--- src/rtl/sa_pkg.sv ---
package sa_pkg;
   typedef enum logic [1:0] {
      SA_OK     = 2'd0,
      SA_NOROOM = 2'd1,
      SA_BADCNT = 2'd2
   } sa_status_e;

   typedef enum logic {
      SA_IDLE = 1'b0,
      SA_SCAN = 1'b1
   } sa_state_e;
endpackage

--- src/rtl/sa_set_window.sv ---
module sa_set_window #(
   parameter int TOTAL   = 128,
   parameter int MAX_CPS = 16,
   parameter int IDX_W   = 7
) (
   input  logic [TOTAL-1:0]   occ,
   input  logic [IDX_W-1:0]   base,
   output logic [MAX_CPS-1:0] win
);
   logic [TOTAL-1:0] shifted;

   assign shifted = occ >> base;
   assign win     = shifted[MAX_CPS-1:0];
endmodule

--- src/rtl/sa_fit_finder.sv ---
module sa_fit_finder #(
   parameter int MAX_CPS = 16,
   parameter int CNT_W   = 5,
   parameter int CMD_W   = 4
) (
   input  logic [MAX_CPS-1:0] win,
   input  logic [CNT_W-1:0]   cnt,
   input  logic [CNT_W-1:0]   per_set,
   output logic               hit,
   output logic [CMD_W-1:0]   off
);
   logic [MAX_CPS-1:0] need;
   logic [MAX_CPS-1:0] fit;

   always_comb begin
      for (int i = 0; i < MAX_CPS; i++) need[i] = (i < int'(cnt));
   end

   for (genvar c = 0; c < MAX_CPS; c++) begin : g_pos
      logic [MAX_CPS-1:0] seg;
      assign seg    = win >> c;
      assign fit[c] = ((c + int'(cnt)) <= int'(per_set)) && ((seg & need) == '0);
   end

   always_comb begin
      hit = |fit;
      off = '0;
      for (int i = MAX_CPS - 1; i >= 0; i--) begin
         if (fit[i]) off = CMD_W'(i);
      end
   end
endmodule

--- src/rtl/sa_occ_reg.sv ---
module sa_occ_reg #(
   parameter int TOTAL = 128
) (
   input  logic             clk,
   input  logic             rst_n,
   input  logic             clr,
   input  logic             set_en,
   input  logic [TOTAL-1:0] set_mask,
   output logic [TOTAL-1:0] occ
);
   always_ff @(posedge clk) begin
      if (!rst_n)      occ <= '0;
      else if (clr)    occ <= '0;
      else if (set_en) occ <= occ | set_mask;
   end
endmodule

--- src/rtl/cmdslot_alloc.sv ---
module cmdslot_alloc #(
   parameter int MAX_SETS = 8,
   parameter int MAX_CPS  = 16,
   localparam int TOTAL   = MAX_SETS * MAX_CPS,
   localparam int IDX_W   = $clog2(TOTAL),
   localparam int CNT_W   = $clog2(MAX_CPS + 1),
   localparam int CMD_W   = $clog2(MAX_CPS),
   localparam int SET_W   = (MAX_SETS > 1) ? $clog2(MAX_SETS) : 1,
   localparam int SETS_W  = $clog2(MAX_SETS + 1)
) (
   input  logic              clk,
   input  logic              rst_n,
   input  logic [CNT_W-1:0]  cfg_per_set,
   input  logic [SETS_W-1:0] cfg_sets,
   input  logic [SET_W-1:0]  cfg_base,
   input  logic              inval,
   input  logic              req_valid,
   input  logic [CNT_W-1:0]  req_count,
   output logic              req_ready,
   output logic              done,
   output logic [1:0]        done_status,
   output logic [SET_W:0]    done_set,
   output logic [CMD_W-1:0]  done_cmd,
   output logic [TOTAL-1:0]  slot_map
);
   import sa_pkg::*;

   if (MAX_SETS < 1) begin : g_bad_sets
      $error("MAX_SETS must be at least 1");
   end
   if (MAX_CPS < 2) begin : g_bad_cps
      $error("MAX_CPS must be at least 2");
   end

   sa_state_e         state_q;
   logic [SETS_W-1:0] cur_q;
   logic [CNT_W-1:0]  cnt_q;
   logic              done_q;
   sa_status_e        status_q;
   logic [SET_W:0]    set_q;
   logic [CMD_W-1:0]  cmd_q;

   logic [IDX_W-1:0]   base;
   logic [MAX_CPS-1:0] win;
   logic               hit;
   logic [CMD_W-1:0]   off;
   logic               bad_cnt;
   logic               past_end;
   logic               last_set;
   logic               commit;
   logic [TOTAL-1:0]   run_lo;
   logic [TOTAL-1:0]   mark;

   assign base     = IDX_W'(cur_q) * IDX_W'(cfg_per_set);
   assign bad_cnt  = (cnt_q == '0) || (cnt_q > cfg_per_set);
   assign past_end = (cur_q >= cfg_sets);
   assign last_set = (SETS_W'(cur_q + 1'b1) >= cfg_sets);
   assign commit   = (state_q == SA_SCAN) && !bad_cnt && !past_end && hit;

   sa_set_window #(.TOTAL(TOTAL), .MAX_CPS(MAX_CPS), .IDX_W(IDX_W)) u_win (
      .occ  (slot_map),
      .base (base),
      .win  (win)
   );

   sa_fit_finder #(.MAX_CPS(MAX_CPS), .CNT_W(CNT_W), .CMD_W(CMD_W)) u_fit (
      .win     (win),
      .cnt     (cnt_q),
      .per_set (cfg_per_set),
      .hit     (hit),
      .off     (off)
   );

   always_comb begin
      run_lo = '0;
      for (int i = 0; i < MAX_CPS; i++) run_lo[i] = (i < int'(cnt_q));
      mark = run_lo << (base + IDX_W'(off));
   end

   sa_occ_reg #(.TOTAL(TOTAL)) u_occ (
      .clk      (clk),
      .rst_n    (rst_n),
      .clr      (inval),
      .set_en   (commit),
      .set_mask (mark),
      .occ      (slot_map)
   );

   always_ff @(posedge clk) begin
      if (!rst_n) begin
         state_q  <= SA_IDLE;
         cur_q    <= '0;
         cnt_q    <= '0;
         done_q   <= 1'b0;
         status_q <= SA_OK;
         set_q    <= '0;
         cmd_q    <= '0;
      end else begin
         done_q <= 1'b0;
         case (state_q)
            SA_IDLE: begin
               if (req_valid) begin
                  cnt_q   <= req_count;
                  cur_q   <= '0;
                  state_q <= SA_SCAN;
               end
            end
            SA_SCAN: begin
               if (bad_cnt) begin
                  status_q <= SA_BADCNT;
                  done_q   <= 1'b1;
                  state_q  <= SA_IDLE;
               end else if (past_end) begin
                  status_q <= SA_NOROOM;
                  done_q   <= 1'b1;
                  state_q  <= SA_IDLE;
               end else if (hit) begin
                  status_q <= SA_OK;
                  set_q    <= (SET_W + 1)'(cur_q) + (SET_W + 1)'(cfg_base);
                  cmd_q    <= off;
                  done_q   <= 1'b1;
                  state_q  <= SA_IDLE;
               end else if (last_set) begin
                  status_q <= SA_NOROOM;
                  done_q   <= 1'b1;
                  state_q  <= SA_IDLE;
               end else begin
                  cur_q <= cur_q + 1'b1;
               end
            end
            default: state_q <= SA_IDLE;
         endcase
      end
   end

   assign req_ready   = (state_q == SA_IDLE);
   assign done        = done_q;
   assign done_status = status_q;
   assign done_set    = set_q;
   assign done_cmd    = cmd_q;
endmodule

--- config.mk ---
export PLATFORM = sky130hd
export DESIGN_NAME = cmdslot_alloc
export DESIGN_NICKNAME = d
export VERILOG_FILES = /design/src/rtl/sa_pkg.sv /design/src/rtl/sa_set_window.sv /design/src/rtl/sa_fit_finder.sv /design/src/rtl/sa_occ_reg.sv /design/src/rtl/cmdslot_alloc.sv
export SDC_FILE = /design/constraint.sdc
export NUM_CORES = 1
export LEC_CHECK = 0
export CORE_ASPECT_RATIO = 1.75
export CORE_MARGIN = 4
export CORE_UTILIZATION = 29
export DETAILED_ROUTE_END_ITERATION = 8
export PLACE_DENSITY = 0.56
export SYNTH_ARGS = -nofsm -noshare
export SYNTH_HDL_FRONTEND = slang
export SYNTH_SLANG_ARGS = --single-unit
--- constraint.sdc ---
create_clock -name clk -period 20.8 [get_ports clk]
set_input_delay 2.08 -clock clk [delete_from_list [all_inputs] [get_ports clk]]
set_output_delay 2.08 -clock clk [all_outputs]
set_load 0.005 [all_outputs]
* Yosys cells after proc, flatten, opt, wreduce, memory -nomap -nowiden
Index checks and enable logic that the tools add are counted.
Operators by class: add/sub/neg operators 18, multiply operators 1, $lt $le $gt $ge 35, equal/unequal tests 5, shift-type cells 2, muxes and demuxes 36, bitwise gates (word level) 21, reductions and logical operators 47
Operators by type and width (number):
- 32-bit by 6-bit <= comparator with 1-bit output | 15
- 16-bit zero test | 16
- 128-bit bitwise OR | 1
- 16-bit by 7-bit << shifter with 128-bit output | 1
- 128-bit by 7-bit right shift with 16-bit output | 1
- 4-bit 2-to-1 mux | 21
- 4-bit by 5-bit adder with 6-bit output, first input constant | 8
- 4-bit by 5-bit less-than comparator with 1-bit output, first input constant | 8
- 3-bit by 5-bit adder with 6-bit output, first input constant | 4
- 3-bit by 5-bit less-than comparator with 1-bit output, first input constant | 4
- 1-bit logical AND | 19
- 1-bit by 16-bit bitwise AND with 16-bit output | 1
- 10-bit by 16-bit bitwise AND with 16-bit output | 1
- 11-bit by 16-bit bitwise AND with 16-bit output | 1
- 12-bit by 16-bit bitwise AND with 16-bit output | 1
- 13-bit by 16-bit bitwise AND with 16-bit output | 1
- 14-bit by 16-bit bitwise AND with 16-bit output | 1
- 15-bit by 16-bit bitwise AND with 16-bit output | 1
- 16-bit bitwise AND | 1
- 2-bit by 16-bit bitwise AND with 16-bit output | 1
- 3-bit by 16-bit bitwise AND with 16-bit output | 1
- 4-bit by 16-bit bitwise AND with 16-bit output | 1
- 5-bit by 16-bit bitwise AND with 16-bit output | 1
- 6-bit by 16-bit bitwise AND with 16-bit output | 1
- 29 further kinds | 54
Storage, ports and cells: register bits 149, input port bits 21, output and inout port bits 140, logic and storage cells 173

* Logic depth before layout (Yosys ltp)
word-level depth 24, gate-level depth with buffers 38, mapped depth without buffers 33

* Cells and area by module
A second synthesis with hierarchy kept.
Second synthesis, totals: cells, all modules 2141, area, all modules 17633.2 µm²
By module, submodules not included:
- sa_set_window | times used 1, cells each 669, area an instance 6470.0 µm², sequential area each 0.0 µm²
- sa_occ_reg | times used 1, cells each 413, area an instance 4011.3 µm², sequential area each 2562.5 µm²
- cmdslot_alloc | times used 1, cells each 606, area an instance 3981.3 µm², sequential area each 420.4 µm²
- sa_fit_finder | times used 1, cells each 453, area an instance 3170.5 µm², sequential area each 0.0 µm²

* Least setup slack after synthesis
OpenSTA, ideal clock, no wires.
kind input port to flip-flop, from input port cfg_per_set[0], to register u_occ.occ[79], library setup time 0.074 ns, arrival 9.534 ns, data required time 20.726 ns, slack 11.191 ns, stages 31, path buffers 6, cells stage by stage buf_4 -> buf_2 -> nand2_1 -> fa_1 -> inv_1 -> fa_1 -> fa_1 -> clkbuf_1 -> clkbuf_1 -> clkbuf_1 -> o21ai_0 -> a311oi_1 -> o221ai_1 -> o41ai_1 -> o2111ai_1 -> or3_1 -> or4_4 -> nand2b_1 -> a21boi_0 -> nor3_1 -> ha_1 -> fa_1 -> clkbuf_1 -> clkinv_1 -> a2bb2o_1 -> a32o_1 -> a21oi_1 -> nor2_1 -> a211oi_1 -> nand2_1 -> o21ai_0
On the way: longest elaborated chain between the ends 24, elaborated cells between the ends (all ways) 92, classes of those cells 1 x add/sub; 1 x mul; 17 x order compare; 2 x shift; 16 x mux; 17 x bitwise; 38 x reduce/logical
RTL lines:
- start: declaration | RTL line cmdslot_alloc.sv:13 | input logic [CNT_W-1:0] cfg_per_set,
- 4-bit by 5-bit multiplier with 7-bit output | RTL line cmdslot_alloc.sv:54 | assign base = IDX_W'(cur_q) * IDX_W'(cfg_per_set);
- 128-bit by 7-bit right shift with 16-bit output | RTL line sa_set_window.sv:12 | assign shifted = occ >> base;
- 1-bit by 16-bit bitwise AND with 16-bit output | RTL line sa_fit_finder.sv:22 | assign fit[c] = ((c + int'(cnt)) <= int'(per_set)) && ((seg & need) == '0);
- 16-bit zero test | RTL line sa_fit_finder.sv:22
- 1-bit logical AND | RTL line sa_fit_finder.sv:22
- 4-bit 2-to-1 mux (15 in a row) | RTL line sa_fit_finder.sv:29 | if (fit[i]) off = CMD_W'(i);
- 4-bit 2-to-1 mux (*) | RTL line sa_fit_finder.sv:29
- named net off[0] | RTL line cmdslot_alloc.sv:46 | logic [CMD_W-1:0] off;
- 7-bit by 4-bit adder with 7-bit output (*) | RTL line cmdslot_alloc.sv:77 | mark = run_lo << (base + IDX_W'(off));
- 16-bit by 7-bit << shifter with 128-bit output (*) | RTL line cmdslot_alloc.sv:77
- 128-bit bitwise OR (*) | RTL line sa_occ_reg.sv:14 | else if (set_en) occ <= occ | set_mask;
- end signal: assignment | RTL line sa_occ_reg.sv:14
- end: declaration | RTL line sa_occ_reg.sv:9 | output logic [TOTAL-1:0] occ
The timed path passes the listed nets; every way through them passes the cells marked *. A chain may end at the register's enable or synchronous reset.

* Final worst setup path
from input port cfg_per_set[0], to register u_occ.occ[91]
The elaborated chain is that of the path after synthesis.

==> results.sh <==
export IMPL_status="completed"
export IMPL_post_cts_hold_buffer_count=0
export IMPL_hold_viol=0
export IMPL_grt_overflow_total=0
export IMPL_slew_viol_final=0
export IMPL_relSlewSlack=0.132
export IMPL_first_global_vias=18900
export IMPL_max_clock_skew_ns=0.0156
export IMPL_rows=117
export IMPL_cts_root_buf="sky130_fd_sc_hd__clkbuf_16"
export IMPL_setup_violations=0
export IMPL_drc=0
export IMPL_yosys_register_bits=149
export IMPL_cts_max_level=4
export IMPL_max_clock_freq_mhz=74.6
export IMPL_cts_buffers=17
export IMPL_syn_nets=2250
export IMPL_layout_worst_path_cycle_share=0.645
export IMPL_postCtsSetupBuffers=0
export IMPL_beginning_of_the_worst_hold_path="done_cmd[3]"
export IMPL_cts_repair_resized_insts=0
export IMPL_layout_drive_gt1_share=0.131
export IMPL_critical_path_startpoint_type="primary input"
export IMPL_track_usage=0.294
export IMPL_ir_worst_vdd_v=0.0000653
export IMPL_place_detailed_hpwl_um=75400
export IMPL_crit_path_max_fanout=69
export IMPL_cts_tree="yes"
export IMPL_die_area_sq_um=63100
export IMPL_synth_lib_cells_used_distinct=100
export IMPL_dpl_ws_ns=7.14
export IMPL_synth_edff_count=0
export IMPL_clock_sink_count=149
export IMPL_io_pins=161
export IMPL_routabilityCongestion=1.07
export IMPL_final_net_count=2326
export IMPL_timing_max_cap_violations=0
export IMPL_initial_drt_markers=2130
export IMPL_clkLatencyLatePin_ns=0.47
export IMPL_floorplan_die_width_um=192
export IMPL_worst_setup_path_end_kind="flop"
export IMPL_area_growth_pct=16.8
export IMPL_timing_final_ws_setup_ns=7.39
export IMPL_min_delay_path_class="flop to flop"
export IMPL_die_height_um=329
export IMPL_synth_ff_type="sky130_fd_sc_hd__dfxtp_1"
export IMPL_cp_arrival_ns=13.80
export IMPL_synth_async_reset_ratio=0
export IMPL_total_iterations_of_the_first_detailed_routing_run=6
export IMPL_wl_per_cell_um=31.8
export IMPL_tightest_slew_ns=1.30
export IMPL_initial_core_util=0.294
export IMPL_rsz_0062_raised_after_global_routing="no"
export IMPL_setup_worst_path_start="cfg_per_set[0]"
export IMPL_clockBufferDepth=2
export IMPL_worst_path_largest_cell_delay_ns=1.01
export IMPL_postRouteWirelength_um=95300
export IMPL_totalNegativeSetupSlack_ns=0
export IMPL_ys_warn_count=0
export IMPL_cts_clk_slew_worst_paths_ns=0.07
export IMPL_timing_rr_start="cur_q[0]"
export IMPL_cp_slowest_cell="sky130_fd_sc_hd__fa_1"
export IMPL_antenna_found_initial=0
export IMPL_power_density_nw_per_um2=40.5
export IMPL_io_buffers=160
export IMPL_critPathRequiredTime_ns=21.19
export IMPL_netlist_instances=2134
export IMPL_antenna_violating_nets_post_route=0
export IMPL_p_leak_uw=0.00698
export IMPL_synth_area_sq_um=17100
export IMPL_post_route_min_period_ns=13.41
export IMPL_core_sq_um=58300
export IMPL_detail_route_vias_per_cell=6.35
export IMPL_syn_area_per_cell_sq_um=8.02
export IMPL_critPathKind="primary input to flop"
export IMPL_grt_pass1_wl_um=136000
export IMPL_num_vias=19000
export IMPL_yosysSeqAreaShare=0.174
export IMPL_grt_start_max_net_pins=97
[worst paths after layout]
check,endpoint,slack [ns],depth (start not counted)
worst max-delay path,u_occ.occ[91],7.39,30
worst min-delay path,done_cmd[3],0.46,2
worst max register to register,u_occ.occ[91],9.16,29
worst min register to register,done_cmd[3],0.46,2
[final cells by class]
cell class / count / area (sq um)
antenna: 1 / 2.50
clock buffer: 17 / 425
clock inverter: 15 / 235
fill: 6262 / 38300
inverter: 57 / 214
multi-input combinational: 1775 / 13200
sequential: 149 / 2980
tap: 773 / 967
timing repair buffer: 210 / 1980
[critical path: cells and delay by family]
kind | cells | cell delay, ns
compound gates | 12 | 3.42
buf+inv | 5 | 3.16
fa+ha+maj | 5 | 2.44
simple gates | 5 | 1.42
mux | 3 | 1.11
[registers in the layout, indices dropped and copies added (netlist names)]
| signal | flops |
|---|---|
| cnt_q | 5 |
| cur_q | 4 |
| done | 1 |
| done_cmd | 4 |
| done_set | 4 |
| done_status | 2 |
| state_q | 1 |
| u_occ.occ | 128 |
[where the power goes]
group	switching, uW	leakage [uW]	internal, uW
logic	118	0.00545	54.0
clock network	152	0.000321	197
registers	2.79	0.00120	287
[Yosys cell counts, types with 6 or more instances]
| cell | instances | share of area |
|---|---|---|
| sky130_fd_sc_hd__a211oi_1 | 23 | 0.010 |
| sky130_fd_sc_hd__a21boi_0 | 8 | 0.0035 |
| sky130_fd_sc_hd__a21o_1 | 24 | 0.011 |
| sky130_fd_sc_hd__a21oi_1 | 117 | 0.034 |
| sky130_fd_sc_hd__a221oi_1 | 8 | 0.0041 |
| sky130_fd_sc_hd__a22o_1 | 24 | 0.012 |
| sky130_fd_sc_hd__a22oi_1 | 30 | 0.013 |
| sky130_fd_sc_hd__a31oi_1 | 15 | 0.0055 |
| sky130_fd_sc_hd__and2_1 | 12 | 0.0044 |
| sky130_fd_sc_hd__and3_1 | 14 | 0.0051 |
| sky130_fd_sc_hd__and3b_1 | 6 | 0.0031 |
| sky130_fd_sc_hd__buf_1 | 11 | 0.0024 |
| sky130_fd_sc_hd__buf_2 | 38 | 0.011 |
| sky130_fd_sc_hd__buf_4 | 17 | 0.0075 |
| sky130_fd_sc_hd__buf_6 | 11 | 0.0072 |
| sky130_fd_sc_hd__clkbuf_1 | 74 | 0.016 |
| sky130_fd_sc_hd__dfxtp_1 | 149 | 0.17 |
| sky130_fd_sc_hd__fa_1 | 9 | 0.011 |
| sky130_fd_sc_hd__ha_1 | 86 | 0.063 |
| sky130_fd_sc_hd__inv_1 | 52 | 0.011 |
| sky130_fd_sc_hd__mux2_1 | 9 | 0.0059 |
| sky130_fd_sc_hd__mux2_2 | 92 | 0.061 |
| sky130_fd_sc_hd__mux2i_1 | 142 | 0.083 |
| sky130_fd_sc_hd__mux4_2 | 61 | 0.080 |
| sky130_fd_sc_hd__nand2_1 | 280 | 0.061 |
| sky130_fd_sc_hd__nand2_2 | 6 | 0.0022 |
| sky130_fd_sc_hd__nand2b_1 | 25 | 0.0091 |
| sky130_fd_sc_hd__nand3_1 | 48 | 0.014 |
| sky130_fd_sc_hd__nand4_1 | 10 | 0.0037 |
| sky130_fd_sc_hd__nor2_1 | 151 | 0.033 |
| sky130_fd_sc_hd__nor2b_1 | 16 | 0.0058 |
| sky130_fd_sc_hd__nor3_1 | 35 | 0.010 |
| sky130_fd_sc_hd__nor4_1 | 9 | 0.0033 |
| sky130_fd_sc_hd__o2111ai_1 | 10 | 0.0051 |
| sky130_fd_sc_hd__o211ai_1 | 28 | 0.012 |
| sky130_fd_sc_hd__o21ai_0 | 106 | 0.031 |
| sky130_fd_sc_hd__o21ai_1 | 57 | 0.017 |
| sky130_fd_sc_hd__o21ai_2 | 9 | 0.0046 |
| sky130_fd_sc_hd__o221ai_1 | 14 | 0.0072 |
| sky130_fd_sc_hd__o22ai_1 | 111 | 0.041 |
| sky130_fd_sc_hd__o31ai_1 | 13 | 0.0057 |
| sky130_fd_sc_hd__o32ai_1 | 8 | 0.0041 |
| sky130_fd_sc_hd__xnor2_1 | 31 | 0.016 |
| sky130_fd_sc_hd__xor2_1 | 9 | 0.0046 |
[metrics by stage]
step | utilization | hold WS, ns | instances | power (uW) | cell area (sq um)
final | 0.343 | 0.460 | 2997 | 810 | 20000
after floorplan | - | 0.448 | 2134 | 400 | 17100
after global placement | 0.332 | 0.444 | 2964 | 459 | 19300
after detailed placement | 0.332 | 0.455 | 2964 | 462 | 19300
after CTS | 0.343 | 0.466 | 2996 | 811 | 20000
after global routing | 0.343 | 0.479 | 2996 | 835 | 20000
[layout by cell type, fill, tap and decap left out, types with 9 or more instances in the layout]
cell type / Yosys / layout
sky130_fd_sc_hd__fa_1: 9 / 9
sky130_fd_sc_hd__and2_1: 12 / 12
sky130_fd_sc_hd__a21o_1: 24 / 24
sky130_fd_sc_hd__a22o_1: 24 / 24
sky130_fd_sc_hd__o221ai_1: 14 / 14
sky130_fd_sc_hd__clkdlybuf4s50_1: 0 / 160
sky130_fd_sc_hd__nor4_1: 9 / 9
sky130_fd_sc_hd__nor2b_1: 16 / 16
sky130_fd_sc_hd__o22ai_1: 111 / 111
sky130_fd_sc_hd__a21oi_1: 117 / 117
sky130_fd_sc_hd__mux2_1: 9 / 9
sky130_fd_sc_hd__o31ai_1: 13 / 12
sky130_fd_sc_hd__nor2_1: 151 / 150
sky130_fd_sc_hd__o211ai_1: 28 / 28
sky130_fd_sc_hd__nand2_1: 280 / 280
sky130_fd_sc_hd__mux2i_1: 142 / 142
sky130_fd_sc_hd__o21ai_0: 106 / 106
sky130_fd_sc_hd__clkbuf_16: 0 / 17
sky130_fd_sc_hd__dfxtp_1: 149 / 149
sky130_fd_sc_hd__o21ai_1: 57 / 57
sky130_fd_sc_hd__xnor2_1: 31 / 28
sky130_fd_sc_hd__o2111ai_1: 10 / 10
sky130_fd_sc_hd__inv_1: 52 / 51
sky130_fd_sc_hd__a211oi_1: 23 / 23
sky130_fd_sc_hd__a31oi_1: 15 / 15
sky130_fd_sc_hd__and3_1: 14 / 14
sky130_fd_sc_hd__ha_1: 86 / 84
sky130_fd_sc_hd__o21ai_2: 9 / 9
sky130_fd_sc_hd__nand4_1: 10 / 10
sky130_fd_sc_hd__a22oi_1: 30 / 30
sky130_fd_sc_hd__nand3_1: 48 / 48
sky130_fd_sc_hd__nor3_1: 35 / 35
sky130_fd_sc_hd__nand2b_1: 25 / 25
sky130_fd_sc_hd__xor2_1: 9 / 9
sky130_fd_sc_hd__mux4_2: 61 / 61
sky130_fd_sc_hd__mux2_2: 92 / 92
sky130_fd_sc_hd__buf_4: 17 / 50
[per-layer routing]
metal / vias up / part of all wire / track usage
met3: 374 / 0.065 / 0.0481
li1: 8271 / - / -
met1: 9266 / 0.34 / 0.306
met2: 1132 / 0.48 / 0.498
met5: - / 0 / 0
met4: 0 / 0.12 / 0.272
[kinds of logic (layout without fill, tap and decap cells)]
kind of cell               after synthesis  after routing  share of synthesized area
AOI/OAI and AO/OA                      690            690                      0.268
xor gates and xnor gates                42             42                     0.0227
adders and majority gates               95             95                     0.0734
buffers and inverters                  210            299                     0.0590
DFF                                    149            149                      0.174
muxes                                  306            306                      0.232
other                                    0              1                          0
and+or+nand+nor                        642            642                      0.171
Power figures use the tool's default switching activity.
